File: config.mk
export PLATFORM = sky130hd
export DESIGN_NAME = rclk_route_sel
export DESIGN_NICKNAME = d
export VERILOG_FILES = /design/src/rtl/rcs_pkg.sv /design/src/rtl/rcs_in_pick.sv /design/src/rtl/rcs_src_dec.sv /design/src/rtl/rcs_drive.sv /design/src/rtl/rclk_route_sel.sv
export SDC_FILE = /design/constraint.sdc
export NUM_CORES = 1
export LEC_CHECK = 0
export ABC_AREA = 1
export BUFFER_PORTS_ARGS = -buffer_cell sky130_fd_sc_hd__buf_2
export CORE_MARGIN = 1.5
export CORE_UTILIZATION = 50
export CTS_BUF_LIST = sky130_fd_sc_hd__clkbuf_4 sky130_fd_sc_hd__clkbuf_8
export DETAILED_ROUTE_END_ITERATION = 7
export HOLD_SLACK_MARGIN = 0.08
export PLACE_DENSITY = 0.94
export SYNTH_ARGS = -nofsm -noshare
export SYNTH_HDL_FRONTEND = slang
export SYNTH_SLANG_ARGS = --single-unit
File: constraint.sdc
create_clock -name clk -period 1.5 [get_ports clk]
set_input_delay 0.225 -clock clk [delete_from_list [all_inputs] [get_ports clk]]
set_output_delay 0.225 -clock clk [all_outputs]
set_load 0.02 [all_outputs]
File: src/rtl/rcs_pkg.sv
package rcs_pkg;

   // Content an output can carry
   typedef enum logic [2:0] {
      SRC_MUTE = 3'd0,
      SRC_RAW  = 3'd1,
      SRC_RET  = 3'd2,
      SRC_LINE = 3'd3,
      SRC_DIV  = 3'd4,
      SRC_REF  = 3'd5
   } src_e;

   localparam int SEL_W  = 3;
   localparam int MODE_W = 2;
   localparam int NOUT   = 2;

   // Shared mode codes
   localparam logic [MODE_W-1:0] SM_MUTE  = 2'b00;
   localparam logic [MODE_W-1:0] SM_CLK   = 2'b01;
   localparam logic [MODE_W-1:0] SM_DATA  = 2'b10;
   localparam logic [MODE_W-1:0] SM_RAW   = 2'b11;

   // Output 0 override codes
   localparam logic [SEL_W-1:0] O0_MUTE = 3'b000;
   localparam logic [SEL_W-1:0] O0_REF  = 3'b001;
   localparam logic [SEL_W-1:0] O0_RAW  = 3'b010;
   localparam logic [SEL_W-1:0] O0_RET  = 3'b100;

   // Output 1 override codes
   localparam logic [SEL_W-1:0] O1_RAW  = 3'b000;
   localparam logic [SEL_W-1:0] O1_RET  = 3'b001;
   localparam logic [SEL_W-1:0] O1_LINE = 3'b010;
   localparam logic [SEL_W-1:0] O1_CLK  = 3'b101;
   localparam logic [SEL_W-1:0] O1_MUTE = 3'b111;

endpackage

File: src/rtl/rcs_in_pick.sv
module rcs_in_pick
   import rcs_pkg::*;
#(
   parameter int DW = 4
) (
   input  logic [1:0]    sd_in,
   input  logic [1:0]    force_off,
   input  logic [1:0]    route_sel,
   input  logic [DW-1:0] raw0_dat,
   input  logic [DW-1:0] raw1_dat,
   output logic [DW-1:0] raw_pick,
   output logic          path_up,
   output logic [NOUT-1:0] out_pd
);

   logic [1:0] det_eff;
   logic       in_idx;

   assign det_eff  = sd_in & ~force_off;
   assign in_idx   = route_sel[1];
   assign raw_pick = in_idx ? raw1_dat : raw0_dat;
   assign path_up  = det_eff[in_idx];

   always_comb begin
      out_pd = {NOUT{~path_up}};
      unique case (route_sel)
         2'b01:   out_pd[1] = 1'b1;
         2'b10:   out_pd[0] = 1'b1;
         default: ;
      endcase
   end

endmodule

File: src/rtl/rcs_src_dec.sv
module rcs_src_dec
   import rcs_pkg::*;
#(
   parameter int OUT_IDX = 0
) (
   input  logic              ovr_en,
   input  logic [MODE_W-1:0] share_mode,
   input  logic [SEL_W-1:0]  o0_sel,
   input  logic [SEL_W-1:0]  o1_sel,
   input  logic              o1_div_pick,
   input  logic              cdr_lock,
   input  logic              rate_hi,
   output src_e              src
);

   if (OUT_IDX < 0 || OUT_IDX >= NOUT) begin : g_bad_idx
      $error("rcs_src_dec: OUT_IDX out of range");
   end

   src_e data_lk;
   assign data_lk = cdr_lock ? SRC_RET : SRC_RAW;

   if (OUT_IDX == 0) begin : g_out0
      logic ref_pair;
      assign ref_pair = (o1_sel == O1_CLK) && !o1_div_pick;

      always_comb begin
         src = SRC_MUTE;
         if (!ovr_en) begin
            unique case (share_mode)
               SM_MUTE: src = SRC_MUTE;
               SM_CLK:  src = data_lk;
               SM_DATA: src = data_lk;
               SM_RAW:  src = SRC_RAW;
               default: src = SRC_MUTE;
            endcase
         end else begin
            unique case (o0_sel)
               O0_MUTE: src = SRC_MUTE;
               O0_REF:  src = ref_pair ? SRC_REF : SRC_MUTE;
               O0_RAW:  src = SRC_RAW;
               O0_RET:  src = cdr_lock ? SRC_RET : SRC_MUTE;
               default: src = SRC_MUTE;
            endcase
         end
      end
   end else begin : g_out1
      always_comb begin
         src = SRC_MUTE;
         if (!ovr_en) begin
            unique case (share_mode)
               SM_MUTE: src = SRC_MUTE;
               SM_CLK:  src = !cdr_lock ? SRC_MUTE :
                              (rate_hi ? SRC_DIV : SRC_LINE);
               SM_DATA: src = data_lk;
               SM_RAW:  src = SRC_RAW;
               default: src = SRC_MUTE;
            endcase
         end else begin
            unique case (o1_sel)
               O1_MUTE: src = SRC_MUTE;
               O1_RAW:  src = SRC_RAW;
               O1_RET:  src = SRC_RET;
               O1_LINE: src = SRC_LINE;
               O1_CLK:  src = o1_div_pick ? SRC_DIV : SRC_REF;
               default: src = SRC_MUTE;
            endcase
         end
      end
   end

endmodule

File: src/rtl/rcs_drive.sv
module rcs_drive
   import rcs_pkg::*;
#(
   parameter int DW     = 4,
   parameter bit INV_OK = 1'b0
) (
   input  logic          clk,
   input  logic          rst_n,
   input  src_e          src,
   input  logic          pd,
   input  logic          inv,
   input  logic [DW-1:0] raw_dat,
   input  logic [DW-1:0] rtm_dat,
   input  logic [DW-1:0] line_clk,
   input  logic [DW-1:0] div_clk,
   input  logic [DW-1:0] ref_clk,
   output logic [DW-1:0] dat_q,
   output logic          en_q,
   output logic          pd_q
);

   logic [DW-1:0] payload;
   logic [DW-1:0] inv_mask;
   logic [DW-1:0] dat_d;
   logic          en_d;

   always_comb begin
      payload = '0;
      unique case (src)
         SRC_RAW:  payload = raw_dat;
         SRC_RET:  payload = rtm_dat;
         SRC_LINE: payload = line_clk;
         SRC_DIV:  payload = div_clk;
         SRC_REF:  payload = ref_clk;
         default:  payload = '0;
      endcase
   end

   if (INV_OK) begin : g_inv
      assign inv_mask = {DW{inv}};
   end else begin : g_noinv
      logic unused_inv;
      assign unused_inv = inv;
      assign inv_mask   = '0;
   end

   assign en_d  = (src != SRC_MUTE) && !pd;
   assign dat_d = en_d ? (payload ^ inv_mask) : '0;

   always_ff @(posedge clk or negedge rst_n) begin
      if (!rst_n) begin
         dat_q <= '0;
         en_q  <= 1'b0;
         pd_q  <= 1'b1;
      end else begin
         dat_q <= dat_d;
         en_q  <= en_d;
         pd_q  <= pd;
      end
   end

endmodule

File: src/rtl/rclk_route_sel.sv
module rclk_route_sel
   import rcs_pkg::*;
#(
   parameter int DW = 4
) (
   input  logic          clk,
   input  logic          rst_n,
   input  logic [1:0]    sd_in,
   input  logic [1:0]    force_off,
   input  logic          cdr_lock,
   input  logic          rate_hi,
   input  logic [DW-1:0] raw0_dat,
   input  logic [DW-1:0] raw1_dat,
   input  logic [DW-1:0] rtm_dat,
   input  logic [DW-1:0] line_clk,
   input  logic [DW-1:0] div_clk,
   input  logic [DW-1:0] ref_clk,
   input  logic [1:0]    route_sel,
   input  logic [1:0]    share_mode,
   input  logic          ovr_en,
   input  logic [2:0]    o0_sel,
   input  logic [2:0]    o1_sel,
   input  logic          o1_div_pick,
   input  logic          o1_invert,
   output logic [DW-1:0] o0_dat,
   output logic [DW-1:0] o1_dat,
   output logic          o0_en,
   output logic          o1_en,
   output logic          o0_pd,
   output logic          o1_pd,
   output logic          cdr_pd
);

   if (DW < 1 || DW > 64) begin : g_bad_dw
      $error("rclk_route_sel: DW must be 1..64");
   end

   logic [DW-1:0]   raw_pick;
   logic            path_up;
   logic [NOUT-1:0] out_pd;
   logic [DW-1:0]   dat_q [NOUT];
   logic [NOUT-1:0] en_q;
   logic [NOUT-1:0] pd_q;
   logic [NOUT-1:0] inv_v;

   assign inv_v = {o1_invert, 1'b0};

   rcs_in_pick #(.DW(DW)) u_pick (
      .sd_in     (sd_in),
      .force_off (force_off),
      .route_sel (route_sel),
      .raw0_dat  (raw0_dat),
      .raw1_dat  (raw1_dat),
      .raw_pick  (raw_pick),
      .path_up   (path_up),
      .out_pd    (out_pd)
   );

   for (genvar g = 0; g < NOUT; g++) begin : g_out
      src_e src;

      rcs_src_dec #(.OUT_IDX(g)) u_dec (
         .ovr_en      (ovr_en),
         .share_mode  (share_mode),
         .o0_sel      (o0_sel),
         .o1_sel      (o1_sel),
         .o1_div_pick (o1_div_pick),
         .cdr_lock    (cdr_lock),
         .rate_hi     (rate_hi),
         .src         (src)
      );

      rcs_drive #(.DW(DW), .INV_OK(g == 1)) u_drv (
         .clk      (clk),
         .rst_n    (rst_n),
         .src      (src),
         .pd       (out_pd[g]),
         .inv      (inv_v[g]),
         .raw_dat  (raw_pick),
         .rtm_dat  (rtm_dat),
         .line_clk (line_clk),
         .div_clk  (div_clk),
         .ref_clk  (ref_clk),
         .dat_q    (dat_q[g]),
         .en_q     (en_q[g]),
         .pd_q     (pd_q[g])
      );
   end

   always_ff @(posedge clk or negedge rst_n) begin
      if (!rst_n) cdr_pd <= 1'b1;
      else        cdr_pd <= !path_up;
   end

   assign o0_dat = dat_q[0];
   assign o1_dat = dat_q[1];
   assign o0_en  = en_q[0];
   assign o1_en  = en_q[1];
   assign o0_pd  = pd_q[0];
   assign o1_pd  = pd_q[1];

endmodule

# After elaboration in Yosys (flattened, before gate mapping)

Index checks and enable logic that the tools add are counted.

Bits in latches: 0
Logic and storage cells: 66
Memories: 0
Output and inout port bits: 13
Bits in read-only memories: 0
RAM bits: 0
Flip-flop bits (word level): 13

Bitwise operators: 4
Reductions and logical operators: 12
Multiply operators: 0
Equal/unequal tests: 21
Add/sub/neg operators: 0
Order comparisons: 1
Shift-type cells: 0
Divide/modulo/power cells: 0
Muxes and demuxes: 21

Operators by type and width:

| cell               | number |
|---|---|
| $pmux 4 s5         | 2 |
| $pmux 3 s4         | 2 |
| $eq 3x2->1 const B | 6 |
| $eq 3x3->1 const B | 6 |
| $pmux 3 s3         | 2 |
| $mux 3             | 5 |
| $eq 3x1->1 const B | 4 |
| $mux 4             | 3 |
| $eq 2x2->1 const B | 3 |
| $reduce_bool 3->1  | 2 |
| $mux 1             | 5 |
| $eq 2x1->1 const B | 2 |
| $logic_not 1->1    | 4 |
| $mux 2             | 2 |
| $xor 4x4->4        | 1 |
| $logic_and 1x1->1  | 3 |
| $logic_not 3->1    | 1 |
| $and 2x2->2        | 1 |
| $logic_not 2->1    | 1 |
| $lt 1x2->1 const B | 1 |
| $not 2->2          | 1 |
| $reduce_or 2->1    | 1 |
| $not 1->1          | 1 |

# Depth between registers and ports, before layout

Gate-level depths: netlist of the first run.

Word-level depth: 9
Gate-level depth with buffers: 15
Mapped depth without buffers: 15

# Cells and area by module

A second synthesis of the first run with hierarchy kept.

Cell total of the unflattened synthesis: 197
Area, all modules: 1227.4 um^2

By module, submodules not included:

| module                       | times used | area each (um^2) | cells each | sequential area each (um^2) |
|---|---|---|---|---|
| rcs_drive (g_out[1].u_drv)   | 1          | 455.4            | 64         | 151.4 |
| rcs_drive (g_out[0].u_drv)   | 1          | 392.9            | 53         | 151.4 |
| rcs_src_dec (g_out[0].u_dec) | 1          | 136.4            | 28         | 0.0 |
| rcs_src_dec (g_out[1].u_dec) | 1          | 121.4            | 27         | 0.0 |
| rcs_in_pick                  | 1          | 87.6             | 22         | 0.0 |
| rclk_route_sel               | 1          | 33.8             | 3          | 26.3 |

# Worst setup path after synthesis of the first run

OpenSTA, ideal clock, no wires.

Kind: input to register
Start point: input port share_mode[0]
End point: register g_out[1].u_drv.dat_q[2]
Cell stages on the path: 14
Slack: -11 ps
Arrival: 1394 ps
Setup time: 117 ps
Path through: inv_1 ha_1 nor2_1 inv_1 o21ai_2 inv_1 nand2_1 inv_1 nand3_1 nand2_1 nor2_1 nand2_1 nor2_1 nor2_1

Word-level cells in the longest chain between the ends: 7
Elaborated cells on any way between the ends: 16
Those cells by class: eq/ne (8); mux (4); bitwise (1); reduce/logical (3)

Ends and longest elaborated chain:

| element                            | line                 | text |
|---|---|---|
| from (decl)                        | rclk_route_sel.sv:19 | `input logic [1:0] share_mode,` |
| $eq 2x2->1 (tied with other cells) | rcs_src_dec.sv:51    | `unique case (share_mode)` |
| $pmux 3 s4 *                       | rcs_src_dec.sv:51    |  |
| $mux 3 *                           | rcs_src_dec.sv:50    | `if (!ovr_en) begin` |
| $eq 3x3->1 (tied with other cells) | rcs_drive.sv:29      | `unique case (src)` |
| $pmux 4 s5                         | rcs_drive.sv:29      |  |
| $xor 4x4->4                        | rcs_drive.sv:48      | `assign dat_d = en_d ? (payload ^ inv_mask) : '0;` |
| $mux 4 *                           | rcs_drive.sv:48      |  |
| named net g_out[1].u_drv.dat_d[2]  | rcs_drive.sv:24      | `logic [DW-1:0] dat_d;` |
| to (signal assigned)               | rcs_drive.sv:56      | `dat_q <= dat_d;` |
| to (decl)                          | rcs_drive.sv:17      | `output logic [DW-1:0] dat_q,` |

The timed path passes the listed nets; every way through them passes the cells marked *.

# Worst setup path after layout of the first run

Start point: input port share_mode[1]
End point: register g_out[1].u_drv.dat_q[2]

The elaborated chain is that of the path after synthesis.

==> results of run 1 <==
stage by stage:
stage / cells / instance area [µm²] / setup TNS, ns / setup slack [ns]
CTS: 269 / 1580 / 0 / 0.0171
global placement: 264 / 1540 / -1.68 / -0.257
detailed placement: 264 / 1540 / -1.98 / -0.306
global route: 272 / 1680 / -0.0497 / -0.0262
finish: 272 / 1680 / 0 / 0.0691
floorplan: 171 / 1150 / 0 / 0.00453
flip-flops by register name, indices dropped and copies added (netlist names):
signal / flops
cdr_pd: 1
g_out.u_drv.pd_q: 2
g_out.u_drv.dat_q: 8
g_out.u_drv.en_q: 2
area by class of cell:
class,count,area (µm²)
inverter,32,128
clock inverter,1,5.00
clock buffer,3,22.5
sequential,13,329
fill,162,507
timing repair buffer,70,394
multi-input combinational,125,771
tap,28,35.0
logic make-up after synthesis:
logic type | count (synthesis) | share of synthesized area, %
fa+ha+maj | 4 | 4.33
buf+inv | 33 | 11.3
simple gates | 101 | 38.7
compound gates | 17 | 14.6
mux | 3 | 2.60
flops | 13 | 28.5
cells in the final DEF, fill, tap and decap left out, types with 2 or more instances in the layout:
cell type,instances
buf_2,55
nand3b_1,3
dfstp_2,3
clkbuf_4,3
mux2i_1,3
nor2_1,29
inv_2,7
a41oi_2,4
buf_4,13
nand2_1,27
nand3_2,2
inv_1,22
ha_4,2
inv_4,3
o21ai_0,2
nand4_1,6
nand3_1,21
nor2_2,5
a21oi_1,6
nand2_2,4
dfrtp_1,10
final timing paths:
kind,from,to,cells after the start
worst min-delay path,route_sel[0],g_out[0].u_drv.pd_q,2
worst max-delay path,share_mode[1],g_out[1].u_drv.dat_q[2],16
min in group asynchronous,rst_n,g_out[0].u_drv.dat_q[3],2
max in group asynchronous,rst_n,cdr_pd,2
routing by layer:
metal | GRT usage, % | wire [µm] | vias to the layer above
met1 | 27.0 | 1240 | 652
met2 | 46.8 | 1700 | 83
met4 | 12.2 | 143 | 0
met5 | 0 | 0 | -
met3 | 2.92 | 284 | 18
li1 | - | - | 707
power by group through the flow:
stage / Clock [W] / Combinational [W] / Sequential, W
floorplan: 0 / 0.000156 / 0.000396
global route: 0.000234 / 0.000392 / 0.000371
CTS: 0.000218 / 0.000320 / 0.000370
detailed placement: 0 / 0.000314 / 0.000377
global placement: 0 / 0.000303 / 0.000376
finish: 0.000218 / 0.000359 / 0.000370
synthesized netlist by cell type (all sizes together):
| cell type | number |
|---|---|
| nand2 | 32 |
| mux2i | 3 |
| o21ai | 4 |
| dfrtp | 10 |
| inv | 32 |
| buf | 1 |
| nand3 | 23 |
| ha | 4 |
| dfstp | 3 |
| nor3 | 1 |
| a21oi | 7 |
| a41oi | 4 |
| nand3b | 3 |
| nand4 | 6 |
| a31o | 1 |
| o31ai | 1 |
| nor2 | 35 |
| nor3b | 1 |
what timing repair did:
| item | in CTS | in global routing |
|---|---|---|
| endpoints found under the hold margin | 10 | 0 |
| setup buffers | 0 | 3 |
| cloned | 0 | 0 |
| gates resized for setup | 2 | 27 |
| setup endpoints to repair | 2 | 5 |
| hold buffers | 1 | 0 |
| pin swaps | 0 | 12 |
==> impl_metrics.toml, run 1 <==
[status]
status = "finished clean"

[synthesis]
synth_top_area_share_pct = 21.7
yosys.area.top_type = "dfrtp_1"
yosys_warnings = 0
seq_area_frac_synth_pct = 28.5
ys_types = 24
syn-instance-count = 171
synth_area_um2 = 1150
syn_nets = 220
synth_area_leaders = "dfrtp_1 (22%), nor2_1 (11%), nand2_1 (10%)"
synth-seq-cells = 13
synth.avg_cell_area_um2 = 6.75

[power]
p_int_w = 0.000612
power_switching_w = 0.000335
power_w = 0.000947
peakVddDrop_mv = 0.367
powerDensity_nw_per_um2 = 562
p_seq_share_pct = 39.1
power.static_leakage_nw = 0.904
combPwrFrac_pct = 37.9
clock_power_share_pct = 23.0
p_sw_share_pct = 35.4

[clock_network]
cts_root_buf = "clkbuf_4"
clk_pin_slew_ns = 0.08
cts_buffers = 3
cts_sinks = 13
cts_tree = "built"
cts_htree_levels = 1
cts_buffer_depth = 2

[grt]
grt_max_degree = 14
globalRouteOverflowTotal = 0
grt.total_usage_pct = 24.8
grt_pass1_wl_um = 5010
antenna_found_initial = 0
grt_pass1_vias = 1325

[detailed_routing]
via_per_inst = 5.37
drc = 0
wl_um = 3370
first_iter_violations = 61
wire_per_inst_um = 12.4
dr.pass1.iters = 5
ant_nets = 0
vias = 1460

[floorplanning]
die_y_um = 51.1
start_util_pct = 52.7
core_um2 = 2190
die-area_um2 = 2610
die_width_um = 51.1
rows = 17
ioPinCount = 58

[cells_and_area]
nNetsFinal = 294
diodes = 0
drive_gt1_share_pct = 45.5
areaGrowthSynthToFinish_pct = 45.8
post-route-util_pct = 76.9

[critical_path]
cp_slowest_cell = "o21ai_4"
path_max_fanout = 5
cp-start-kind = "input pin"
path_common_cell = "nand2_1"
crit_type = "input pin to flip-flop"
crit_chain = "buf_4 -> inv_4 -> ha_4 -> nor2_4 -> inv_2 -> o21ai_4 -> inv_2 -> nand2_2 -> inv_2 -> nand3_1 -> nand2_1 -> nor2_1 -> nand2_1 -> nand2_1 -> nand2_1 -> nor2_1"
end_kind = "flip-flop"
crit_buf_inv = 5
worstPathArrival_ns = 1.64
max_stage_delay_ns = 0.17
critPathRequiredTime_ns = 1.71
crit_family = "simple AND/OR/NAND/NOR gates"

[timing]
whs_ns = 0.170
max_freq_ghz = 0.699
hold_viol = 0
drv_slew = 0
tightest_slew_ns = 0.345
slew_headroom_pct = 76.8
setup_viol = 0
fin_crit_ns = 1.43
fin_crit_sh_pct = 95.4

[placement]
dp_hpwl_um = 2630
portBuffers = 57
gp_congestion = 0.880

[worst_hold_path]
hold_class = "input pin to flip-flop"

[run]
maxCapViolations = 0
Power figures use the tool's default switching activity.
==> run 2: changes to the inputs <==
--- a/config.mk
+++ b/config.mk
@@ -5,14 +5,13 @@
 export SDC_FILE = /design/constraint.sdc
 export NUM_CORES = 1
 export LEC_CHECK = 0
-export ABC_AREA = 1
 export BUFFER_PORTS_ARGS = -buffer_cell sky130_fd_sc_hd__buf_2
 export CORE_MARGIN = 1.5
 export CORE_UTILIZATION = 50
 export CTS_BUF_LIST = sky130_fd_sc_hd__clkbuf_4 sky130_fd_sc_hd__clkbuf_8
 export DETAILED_ROUTE_END_ITERATION = 7
 export HOLD_SLACK_MARGIN = 0.08
-export PLACE_DENSITY = 0.94
+export PLACE_DENSITY = 0.95
 export SYNTH_ARGS = -nofsm -noshare
 export SYNTH_HDL_FRONTEND = slang
 export SYNTH_SLANG_ARGS = --single-unit
==> run 2 against run 1 <==
Power up 18%; core utilization up 16 points; area after synthesis down 6.5%; the flow now finishes with violations (setup timing); clock power up 9.2%; global-route usage up 13 points; synthesized cell count down 35%; first-iteration DRC count up 61%; critical path type unchanged; worst setup slack worse by 0.43 ns; critical path depth down 7; combinational power up 43%; hold slack worse by 0.012 ns; routed wire length up 53%.
==> impl_metrics.toml, run 2 <==
[worst_hold_path]
holdPathStages = 2
worstHoldStart = "route_sel[0]"
min_to = "g_out[0].u_drv.pd_q"
hold_class = "input pin to flip-flop"

[timing]
fin_crit_ns = 1.87
worst_slack_ns = -0.366
tightest_slew_ns = 0.383
setup_viol = 8
max_freq_ghz = 0.536
rsz0062_at_grt = "true"
tns_ns = -1.42
fin_crit_sh_pct = 124
slew_headroom_pct = 74.5
drv_slew = 0
hold_viol = 0

[detailed_routing]
first_iter_violations = 98
wl_um = 5160
ant_nets = 0
wire_per_inst_um = 22.9
via_per_inst = 6.74
dr.pass1.iters = 7
drc = 0
vias = 1517

[clock_network]
cts_htree_levels = 1
cts_buffers = 3
cts_buffer_depth = 2
clk_pin_slew_ns = 0.08
cts_root_buf = "clkbuf_4"
cts_sinks = 13
cts_tree = "built"

[critical_path]
worstPathArrival_ns = 2.07
cp-start-kind = "input pin"
end_kind = "flip-flop"
path_max_fanout = 6
crit_type = "input pin to flip-flop"
critPathRequiredTime_ns = 1.71

[placement]
pre_cts_ws_ns = -0.701
gp_congestion = 1.02
portBuffers = 57
postPlaceCellArea_um2 = 1600
dp_hpwl_um = 3170

[grt]
grt_pass1_wl_um = 6800
antenna_found_initial = 0
grt_max_degree = 14
grt.total_usage_pct = 37.4
grt_pass1_vias = 1435
globalRouteOverflowTotal = 0

[synthesis]
yosys_warnings = 0
syn-instance-count = 112
synth_flop_cell = "dfrtp_1"
synth.avg_cell_area_um2 = 9.64
synth_area_um2 = 1080
ys_types = 44
syn_nets = 161
synthTopCellsByCount = "dfrtp_1 (10), nand2_1 (9), nor2_1 (9), a21oi_1 (8), a221oi_1 (8)"
synth_edf_count = 0
synth.most_common_cell = "dfrtp_1"
synth-seq-cells = 13
synth_area_leaders = "dfrtp_1 (23%), dfstp_2 (7.3%), a221oi_1 (6.5%)"
ys_async_sr_fraction_pct = 100
seq_area_frac_synth_pct = 30.5
synth_top_area_share_pct = 23.2
yosys.area.top_type = "dfrtp_1"

[floorplanning]
ioPinCount = 58
rows = 16
core_um2 = 2000
start_util_pct = 53.9
die_width_um = 49.5
die-area_um2 = 2450
die_y_um = 49.5

[cells_and_area]
design_area_um2 = 1850
areaGrowthSynthToFinish_pct = 71.4
largest_register_ffs = 8
top_register = "g_out.u_drv.dat_q"
diodes = 0
mostFrequentLayoutCells = "buf_2 (55), buf_4 (24), dfrtp_1 (10), nor2_1 (9), nand2_1 (8)"
reg.largest.list = "g_out.u_drv.dat_q (8), g_out.u_drv.en_q (2), g_out.u_drv.pd_q (2)"
layout_commonest_cell = "buf_2"
nNetsFinal = 248
drive_gt1_share_pct = 64.6

[power]
power.static_leakage_nw = 0.907
powerDensity_nw_per_um2 = 605
power_w = 0.00112
peakVddDrop_mv = 0.488

[status]
status = "finished, violations left"
violations = "setup timing"

[run]
maxCapViolations = 0
-- run 2: cell types whose count changed in the layout (fill, tap and decap cells not counted), moves of 5 or more --
cell	before	now
nor2_2	5	0
inv_1	22	4
nand4_1	6	1
nor2_1	29	9
nand2_1	27	8
inv_2	7	2
buf_4	13	24
a221oi_2	0	5
nand3_1	21	0
-- run 2: layout make-up --
cell class	instances	area (µm²)
Timing Repair Buffer	84	528
Sequential cell	13	329
Fill cell	63	151
Tap cell	27	33.8
Clock buffer	4	30.0
Inverter	8	50.0
Multi-Input combinational cell	89	880
-- run 2: worst max path at each step --
stage,start,end,slack (ns)
after floorplan,share_mode[1],g_out[1].u_drv.dat_q[0],-0.36
after global placement,share_mode[1],g_out[1].u_drv.dat_q[3],-0.60
after detailed placement,share_mode[1],g_out[1].u_drv.dat_q[0],-0.70
after CTS,share_mode[1],g_out[1].u_drv.dat_q[0],-0.26
after global routing,share_mode[1],g_out[1].u_drv.dat_q[1],-0.37
final,share_mode[1],g_out[1].u_drv.dat_q[1],-0.37
-- run 2: cell families after synthesis --
family / count (synthesis) / share of synthesized area [%]
AO/OA/AOI/OAI: 34 / 28.7
XOR/XNOR: 1 / 0.811
adder cells (fa/ha/maj): 4 / 4.64
buffers and inverters: 10 / 3.59
flip-flops: 13 / 30.5
multiplexers: 10 / 9.96
AND/OR/NAND/NOR: 40 / 21.8
-- run 2: timing repair --
action,4_1_cts,5_1_grt
buffers inserted,4,1
hold buffers,1,0
pin swaps,8,6
endpoints found under the setup margin,8,8
gates resized for setup,23,17
hold endpoints to repair,10,0
-- run 2: worst max-delay path: stages --
cell and delay [ns]:
buf_12 0.10, inv_12 0.03, ha_4 0.16, or3b_4 0.43, o32a_1 0.21, a31oi_4 0.28, a221oi_1 0.17, a21oi_1 0.23
mux2i_1 0.23
-- run 2: layer usage --
metal	track usage (%)	routed length (µm)
met1	40.9	1640
met3	9.39	642
met2	67.8	2390
met4	16.7	478
met5	0	0
-- run 2: stage by stage --
step / util [%] / hold slack (ns) / instances
2_1_floorplan: - / -0.0706 / 112
3_3_place_gp: 79.7 / 0.108 / 215
3_5_place_dp: 79.7 / 0.122 / 215
4_1_cts: 88.4 / 0.128 / 224
5_1_grt: 92.4 / 0.144 / 225
6_report: 92.4 / 0.158 / 225
-- run 2: report_power, final --
part,internal [W],switching [W],leakage [nW]
Clock,0.000121,0.000117,0.0184
Combinational,0.000244,0.000269,0.719
Sequential,0.000367,0.00000353,0.170
